`config.mk`:
```
export PLATFORM = sky130hd
export DESIGN_NAME = pbit_cell
export DESIGN_NICKNAME = d
export VERILOG_FILES = /design/src/rtl/pbit_pkg.sv /design/src/rtl/pbit_synapse.sv /design/src/rtl/pbit_lfsr.sv /design/src/rtl/pbit_lut.sv /design/src/rtl/pbit_cell.sv
export SDC_FILE = /design/constraint.sdc
export NUM_CORES = 2
export LEC_CHECK = 0
export ABC_CLOCK_PERIOD_IN_PS = 11400
export BUFFER_PORTS_ARGS = -buffer_cell sky130_fd_sc_hd__clkbuf_2
export CAP_MARGIN = 30
export CORE_ASPECT_RATIO = 2
export CORE_MARGIN = 5
export CORE_UTILIZATION = 30
export DETAILED_ROUTE_END_ITERATION = 8
export MAX_ROUTING_LAYER = met4
export PLACE_DENSITY = 0.5
export SLEW_MARGIN = 20
export SYNTH_ARGS = -nofsm -noshare
export SYNTH_HDL_FRONTEND = slang
export SYNTH_SLANG_ARGS = --single-unit
```
`constraint.sdc`:
```
create_clock -name clk_i -period 11.4 [get_ports clk_i]
set_clock_uncertainty 0.15 [all_clocks]
set_input_delay 0.57 -clock clk_i [delete_from_list [all_inputs] [get_ports clk_i]]
set_output_delay 0.57 -clock clk_i [all_outputs]
set_load 0.03 [all_outputs]
```
`src/rtl/pbit_pkg.sv`:
```
package pbit_pkg;
    localparam int unsigned GEN_W = 32;
    localparam logic [GEN_W-1:0] GEN_TAPS  = 32'h80200003;
    localparam logic [GEN_W-1:0] GEN_SAFE  = 32'h1D872B41;

    localparam logic [7:0] REG_WGT0  = 8'h00;
    localparam logic [7:0] REG_BIAS  = 8'h08;
    localparam logic [7:0] REG_BETA  = 8'h09;
    localparam logic [7:0] REG_ATT   = 8'h0A;
    localparam logic [7:0] REG_PER   = 8'h0B;
    localparam logic [7:0] REG_SEED  = 8'h0C;

    function automatic logic [GEN_W-1:0] gen_advance(input logic [GEN_W-1:0] s);
        logic [GEN_W-1:0] sh;
        sh = s >> 1;
        if (s[0]) sh = sh ^ GEN_TAPS;
        return sh;
    endfunction
endpackage

```
`src/rtl/pbit_synapse.sv`:
```
module pbit_synapse #(
    parameter int NNB       = 4,
    parameter int WGT_W     = 4,
    parameter int BIAS_W    = 6,
    parameter int BETA_W    = 4,
    parameter int BETA_FRAC = 2,
    parameter int IDX_W     = 6
) (
    input  logic [NNB-1:0]        nb_i,
    input  logic [NNB*WGT_W-1:0]  wgt_i,
    input  logic [BIAS_W-1:0]     bias_i,
    input  logic [BETA_W-1:0]     beta_i,
    output logic [IDX_W-1:0]      idx_o
);
    localparam int SUM_W  = WGT_W + BIAS_W + $clog2(NNB + 1);
    localparam int PROD_W = SUM_W + BETA_W + 1;
    localparam int IMAX   = (2 ** (IDX_W - 1)) - 1;
    localparam int IMIN   = -(2 ** (IDX_W - 1));

    logic signed [SUM_W-1:0]  term [NNB];
    logic signed [SUM_W-1:0]  acc;
    logic signed [PROD_W-1:0] prod;
    logic signed [PROD_W-1:0] scaled;
    logic signed [PROD_W-1:0] clip;

    for (genvar g = 0; g < NNB; g++) begin : g_term
        logic signed [SUM_W-1:0] wext;
        assign wext    = SUM_W'($signed(wgt_i[g*WGT_W +: WGT_W]));
        assign term[g] = nb_i[g] ? wext : -wext;
    end

    always_comb begin
        acc = SUM_W'($signed(bias_i));
        for (int k = 0; k < NNB; k++) begin
            acc = acc + term[k];
        end
        prod   = PROD_W'(acc) * PROD_W'($signed({1'b0, beta_i}));
        scaled = prod >>> BETA_FRAC;
        if (scaled > PROD_W'(IMAX))      clip = PROD_W'(IMAX);
        else if (scaled < PROD_W'(IMIN)) clip = PROD_W'(IMIN);
        else                             clip = scaled;
        idx_o = {~clip[IDX_W-1], clip[IDX_W-2:0]};
    end
endmodule

```
`src/rtl/pbit_lfsr.sv`:
```
module pbit_lfsr
    import pbit_pkg::*;
(
    input  logic             clk_i,
    input  logic             rst_ni,
    input  logic             step_i,
    input  logic             load_i,
    input  logic [GEN_W-1:0] seed_i,
    output logic [GEN_W-1:0] value_o
);
    logic [GEN_W-1:0] gen_d, gen_q;

    always_comb begin
        gen_d = gen_q;
        if (load_i)      gen_d = (seed_i == '0) ? GEN_SAFE : seed_i;
        else if (step_i) gen_d = gen_advance(gen_q);
    end

    always_ff @(posedge clk_i or negedge rst_ni) begin
        if (!rst_ni) gen_q <= GEN_SAFE;
        else         gen_q <= gen_d;
    end

    assign value_o = gen_q;


    gen_nonzero_chk: assert property (@(posedge clk_i) disable iff (!rst_ni)
        value_o != '0);


    gen_hold_chk: assert property (@(posedge clk_i) disable iff (!rst_ni)
        (!step_i && !load_i) |=> $stable(value_o));
endmodule

```
`src/rtl/pbit_lut.sv`:
```
module pbit_lut #(
    parameter int            AW   = 6,
    parameter int            DW   = 8,
    parameter logic [DW-1:0] INIT = 8'h80
) (
    input  logic          clk_i,
    input  logic          rst_ni,
    input  logic          loc_we_i,
    input  logic [AW-1:0] loc_idx_i,
    input  logic [DW-1:0] loc_data_i,
    input  logic          bc_we_i,
    input  logic [AW-1:0] bc_idx_i,
    input  logic [DW-1:0] bc_data_i,
    input  logic [AW-1:0] rd_idx_i,
    output logic [DW-1:0] rd_data_o
);
    localparam int DEPTH = 2 ** AW;

    logic [DW-1:0] tab_d [DEPTH];
    logic [DW-1:0] tab_q [DEPTH];

    always_comb begin
        for (int i = 0; i < DEPTH; i++) begin
            tab_d[i] = tab_q[i];
            if (bc_we_i  && bc_idx_i  == AW'(i)) tab_d[i] = bc_data_i;
            if (loc_we_i && loc_idx_i == AW'(i)) tab_d[i] = loc_data_i;
        end
    end

    always_ff @(posedge clk_i or negedge rst_ni) begin
        if (!rst_ni) begin
            for (int i = 0; i < DEPTH; i++) tab_q[i] <= INIT;
        end else begin
            for (int i = 0; i < DEPTH; i++) tab_q[i] <= tab_d[i];
        end
    end

    assign rd_data_o = tab_q[rd_idx_i];


    lut_bcast_chk: assert property (@(posedge clk_i) disable iff (!rst_ni)
        (bc_we_i && !(loc_we_i && loc_idx_i == bc_idx_i))
        |=> tab_q[$past(bc_idx_i)] == $past(bc_data_i));


    lut_local_chk: assert property (@(posedge clk_i) disable iff (!rst_ni)
        loc_we_i |=> tab_q[$past(loc_idx_i)] == $past(loc_data_i));
endmodule

```
`src/rtl/pbit_cell.sv`:
```
module pbit_cell
    import pbit_pkg::*;
#(
    parameter int NNB    = 4,
    parameter int WGT_W  = 4,
    parameter int BIAS_W = 6,
    parameter int BETA_W = 4,
    parameter int IDX_W  = 6,
    parameter int LUT_DW = 8,
    parameter int CNT_W  = 8,
    parameter int ADDR_W = 8,
    parameter int DATA_W = 32
) (
    input  logic              clk_i,
    input  logic              rst_ni,
    input  logic              run_i,
    input  logic [NNB-1:0]    nb_i,
    input  logic              wr_en_i,
    input  logic [ADDR_W-1:0] wr_addr_i,
    input  logic [DATA_W-1:0] wr_data_i,
    input  logic              bc_en_i,
    input  logic [IDX_W-1:0]  bc_idx_i,
    input  logic [LUT_DW-1:0] bc_data_i,
    output logic              state_o
);
    localparam logic [ADDR_W-1:0] A_BIAS = ADDR_W'(REG_BIAS);
    localparam logic [ADDR_W-1:0] A_BETA = ADDR_W'(REG_BETA);
    localparam logic [ADDR_W-1:0] A_ATT  = ADDR_W'(REG_ATT);
    localparam logic [ADDR_W-1:0] A_PER  = ADDR_W'(REG_PER);
    localparam logic [ADDR_W-1:0] A_SEED = ADDR_W'(REG_SEED);
    localparam int                HI_W   = ADDR_W - IDX_W;
    localparam logic [BETA_W-1:0] BETA_ONE = BETA_W'(4);

    typedef struct packed {
        logic                   state;
        logic [CNT_W-1:0]       cnt;
        logic [NNB*WGT_W-1:0]   wgt;
        logic [BIAS_W-1:0]      bias;
        logic [BETA_W-1:0]      beta;
        logic [LUT_DW-1:0]      att;
        logic [CNT_W-1:0]       per;
    } ctl_t;

    ctl_t ctl_d, ctl_q;

    logic [IDX_W-1:0]  idx;
    logic [LUT_DW-1:0] act;
    logic [GEN_W-1:0]  gen;
    logic [CNT_W-1:0]  per_m1;
    logic              fire;
    logic              attempt;
    logic              seed_we;
    logic              lut_we;
    logic [LUT_DW-1:0] rnd_cmp;
    logic [LUT_DW-1:0] rnd_att;

    pbit_synapse #(
        .NNB(NNB), .WGT_W(WGT_W), .BIAS_W(BIAS_W), .BETA_W(BETA_W),
        .BETA_FRAC(2), .IDX_W(IDX_W)
    ) u_syn (
        .nb_i(nb_i), .wgt_i(ctl_q.wgt), .bias_i(ctl_q.bias),
        .beta_i(ctl_q.beta), .idx_o(idx)
    );

    assign lut_we  = wr_en_i && (wr_addr_i[ADDR_W-1:IDX_W] == HI_W'(1));
    assign seed_we = wr_en_i && (wr_addr_i == A_SEED);

    pbit_lut #(.AW(IDX_W), .DW(LUT_DW), .INIT(LUT_DW'(1) << (LUT_DW - 1))) u_lut (
        .clk_i(clk_i), .rst_ni(rst_ni),
        .loc_we_i(lut_we), .loc_idx_i(wr_addr_i[IDX_W-1:0]),
        .loc_data_i(wr_data_i[LUT_DW-1:0]),
        .bc_we_i(bc_en_i), .bc_idx_i(bc_idx_i), .bc_data_i(bc_data_i),
        .rd_idx_i(idx), .rd_data_o(act)
    );

    pbit_lfsr u_gen (
        .clk_i(clk_i), .rst_ni(rst_ni), .step_i(fire), .load_i(seed_we),
        .seed_i(wr_data_i[GEN_W-1:0]), .value_o(gen)
    );

    assign rnd_cmp = gen[LUT_DW-1:0];
    assign rnd_att = gen[2*LUT_DW-1:LUT_DW];
    assign per_m1  = (ctl_q.per == '0) ? '0 : ctl_q.per - CNT_W'(1);
    assign fire    = run_i && (ctl_q.cnt >= per_m1);
    assign attempt = (rnd_att <= ctl_q.att);

    always_comb begin
        ctl_d = ctl_q;
        if (run_i) begin
            if (fire) begin
                ctl_d.cnt = '0;
                if (attempt) ctl_d.state = (rnd_cmp < act);
            end else begin
                ctl_d.cnt = ctl_q.cnt + CNT_W'(1);
            end
        end
        if (wr_en_i) begin
            for (int k = 0; k < NNB; k++) begin
                if (wr_addr_i == ADDR_W'(REG_WGT0) + ADDR_W'(k))
                    ctl_d.wgt[k*WGT_W +: WGT_W] = wr_data_i[WGT_W-1:0];
            end
            if (wr_addr_i == A_BIAS) ctl_d.bias = wr_data_i[BIAS_W-1:0];
            if (wr_addr_i == A_BETA) ctl_d.beta = wr_data_i[BETA_W-1:0];
            if (wr_addr_i == A_ATT)  ctl_d.att  = wr_data_i[LUT_DW-1:0];
            if (wr_addr_i == A_PER)  ctl_d.per  = wr_data_i[CNT_W-1:0];
        end
    end

    always_ff @(posedge clk_i or negedge rst_ni) begin
        if (!rst_ni) begin
            ctl_q       <= '0;
            ctl_q.beta  <= BETA_ONE;
        end else begin
            ctl_q <= ctl_d;
        end
    end

    assign state_o = ctl_q.state;


    pause_hold_chk: assert property (@(posedge clk_i) disable iff (!rst_ni)
        !run_i |=> ($stable(state_o) && $stable(ctl_q.cnt)));


    upd_on_fire_chk: assert property (@(posedge clk_i) disable iff (!rst_ni)
        !fire |=> $stable(state_o));


    cnt_wrap_chk: assert property (@(posedge clk_i) disable iff (!rst_ni)
        fire |=> (ctl_q.cnt == '0));


    no_attempt_chk: assert property (@(posedge clk_i) disable iff (!rst_ni)
        (fire && !attempt) |=> $stable(state_o));
endmodule

```
==> run metrics <==
max cap viols 0; CP max FO 13; Crit path largest cell delay roughly 0.58 ns; drt total wl 147000 µm; H-tree level count 2; port bufs 63; Mapped Nets 4480; TritonCTS clock tree built; number of synthesized flops with an enable pin 0; Placeable Area approximately 120000 µm²; Cell variety after synth 85; Mapped Avg Cell Area slightly below 9 µm²; Post-DP HPWL around 100000 µm; root buf cell clkbuf_16; slew margin rel. between 20% and 30%; layout cells sized above 1 approximately 14%; Iteration-0 DRC Markers approximately 2600; CTS buffer count 55; die span in y just over 500 µm; initial core utilization around 30%; num ports 64; Die ar. roughly 130000 µm²; CTS sink cnt roughly 600; Yosys top cell area share about a third; first-pass GRT wire length 216000 µm; DRC 0; row count 182; status finished, final reports clean; crit end category register; most used cell, CP a21o_1; TritonRoute pass-1 iters 6; via density per instance about 5.3; ys async rst share 100%; placed instance count a little under 6000; Yosys reg bits 595; Final nets ~4600; Syn. warnings 0; Crit-path slowest cell fa_1; minimum clock period 11.01 ns; Tightest Pin Transition 1.07 ns; CP Data Required Time between 10 and 15 ns; Hold Vio Cnt, Final 0; initial antenna violation count 6; ranking of synthesized cells by area dfrtp_1 35%, mux2i_1 15%, nand2_1 8.3%; Clock Latency Late Sink between 0.6 and 0.7 ns; largest net degree at the start of global routing ~150; vias in the first global route ~33000; P&R area growth vs syn 16.4%; total global routing track utilization 22.3%; max-slew violation count 0; die width about 260 µm; R2R cell count between 40 and 50; Netlist Area Pre-Place roughly 37000 µm²; Via Count ~32000; Main synth FF type dfrtp_1; routability-driven placement congestion ratio 0.970; critical path type reg -> reg; R2R setup slack 0.39 ns; crit path DAT around 11 ns; worst min path class in -> reg; Overflow after GRT 0; Final Setup Violations 0; clk buf depth 3; Post-DRT Antenna Nets 0; register area share after synthesis 40.3%; Layout fillers 12600; Gate Count Post-Synth approximately 4300; Clock Pin Slew Worst Setup and Hold Paths about 0.07 ns; post-synth top area cell dfrtp_1; worst hold stages 3; Post-Layout Cell Count between 6000 and 7000; post-DR wirelength/cell ~24 µm; startpoint type of the worst setup path register; period utilization between 90 and 100%; Fmax 0.0908 GHz
[routing by layer]
layer  track usage [%]  share of wire (%)  vias to the layer above
li1                  -                  -                    14900
met1              23.3                 36                    15800
met2              39.4                 52                     1002
met3              2.55                4.2                      430
met4              14.7                8.2                        0
met5                 -                  0                        -
[layout make-up]
cell class | instances | area, µm² | area share (%)
Tap cell | 1656 | 2070 | 4.78
Antenna cell | 5 | 12.5 | 0.0289
Sequential cell | 595 | 15000 | 34.6
Multi-Input combinational cell | 3228 | 20700 | 47.8
Clock inverter | 24 | 367 | 0.846
Clock buffer | 80 | 1660 | 3.84
Timing Repair Buffer | 345 | 3010 | 6.95
Inverter | 130 | 488 | 1.13
[cell usage in the layout (no fill, tap or decap), types with 25 or more instances in the layout]
cell type  instances
a32oi_1           49
clkbuf_16         59
dfstp_2           79
nand4_1           45
a21oi_1          296
nand3_1          149
buf_12            31
o21ai_0          322
clkbuf_2          46
buf_4            238
inv_1            129
nand2_1          822
fa_1              58
a31oi_1           42
mux2_2            25
dfrtp_1          516
mux2i_1          556
ha_1              78
nor2_1           399
and2_1            38
[synth_stat cells (21+ instances only)]
cell / number
a21oi_1: 303
a31oi_1: 45
a32oi_1: 51
and2_1: 40
buf_2: 45
clkbuf_1: 234
dfrtp_1: 516
dfstp_2: 79
fa_1: 60
ha_1: 83
inv_1: 130
mux2_2: 25
mux2i_1: 556
nand2_1: 825
nand2b_1: 24
nand3_1: 155
nand4_1: 45
nor2_1: 406
nor2b_1: 21
nor3_1: 24
o21ai_0: 325
[critical path, delay by kind of cell (launching register included)]
family | cells | cell delay [ns]
multiplexers | 2 | 0.39
buffers and inverters | 6 | 0.77
XOR/XNOR | 1 | 0.16
adder cells (fa/ha/maj) | 10 | 3.80
flip-flops | 1 | 0.39
AND/OR/NAND/NOR | 10 | 1.69
AO/OA/AOI/OAI | 18 | 3.55
[kinds of logic after synthesis]
kind of cell | synth area share [%]
simple gates | 18.3
xor+xnor | 0.908
compound gates | 13.7
flops | 40.3
fa+ha+maj | 6.02
buf+inv | 4.97
mux | 15.9
[path summary, 6_finish.rpt]
path                                        start                end
worst max-delay path                    ctl_q[39]            state_o
worst min-delay path                wr_data_i[17]  u_gen.value_o[17]
worst max register to register          ctl_q[39]            state_o
worst min register to register  u_gen.value_o[18]  u_gen.value_o[17]
max in group asynchronous                  rst_ni    u_lut.tab_q[82]
min in group asynchronous                  rst_ni   u_lut.tab_q[202]
[registers in the layout (all words and copies together), names as in the netlist]
| name | count |
|---|---|
| u_lut.tab_q | 512 |
| ctl_q | 50 |
| u_gen.value_o | 32 |
| state_o | 1 |
[metrics by stage]
stage | hold WS, ns | util (%) | setup slack (ns) | setup TNS, ns | instance area, µm²
finish | 0.0404 | 35.2 | 0.386 | 0 | 43300
floorplan | 0.124 | - | 0.863 | 0 | 37200
global route | 0.0388 | 35.2 | -0.0759 | -0.0759 | 43300
detailed placement | 0.330 | 32.8 | -0.117 | -0.117 | 40400
CTS | 0.0120 | 34.6 | 0.00139 | 0 | 42600
global placement | 0.322 | 32.7 | -0.117 | -0.117 | 40200
[what timing repair did]
action,in CTS,in global routing
pin swaps,1,40
resized for setup,8,80
setup endpoints to repair,1,1
hold endpoints to repair,82,0
hold buffers,11,0
setup buffers,2,18
gates cloned,1,2
Power is left out: the tool's default activity adds up to more than one toggle a clock period on the data nets, which glitch-free logic cannot reach.
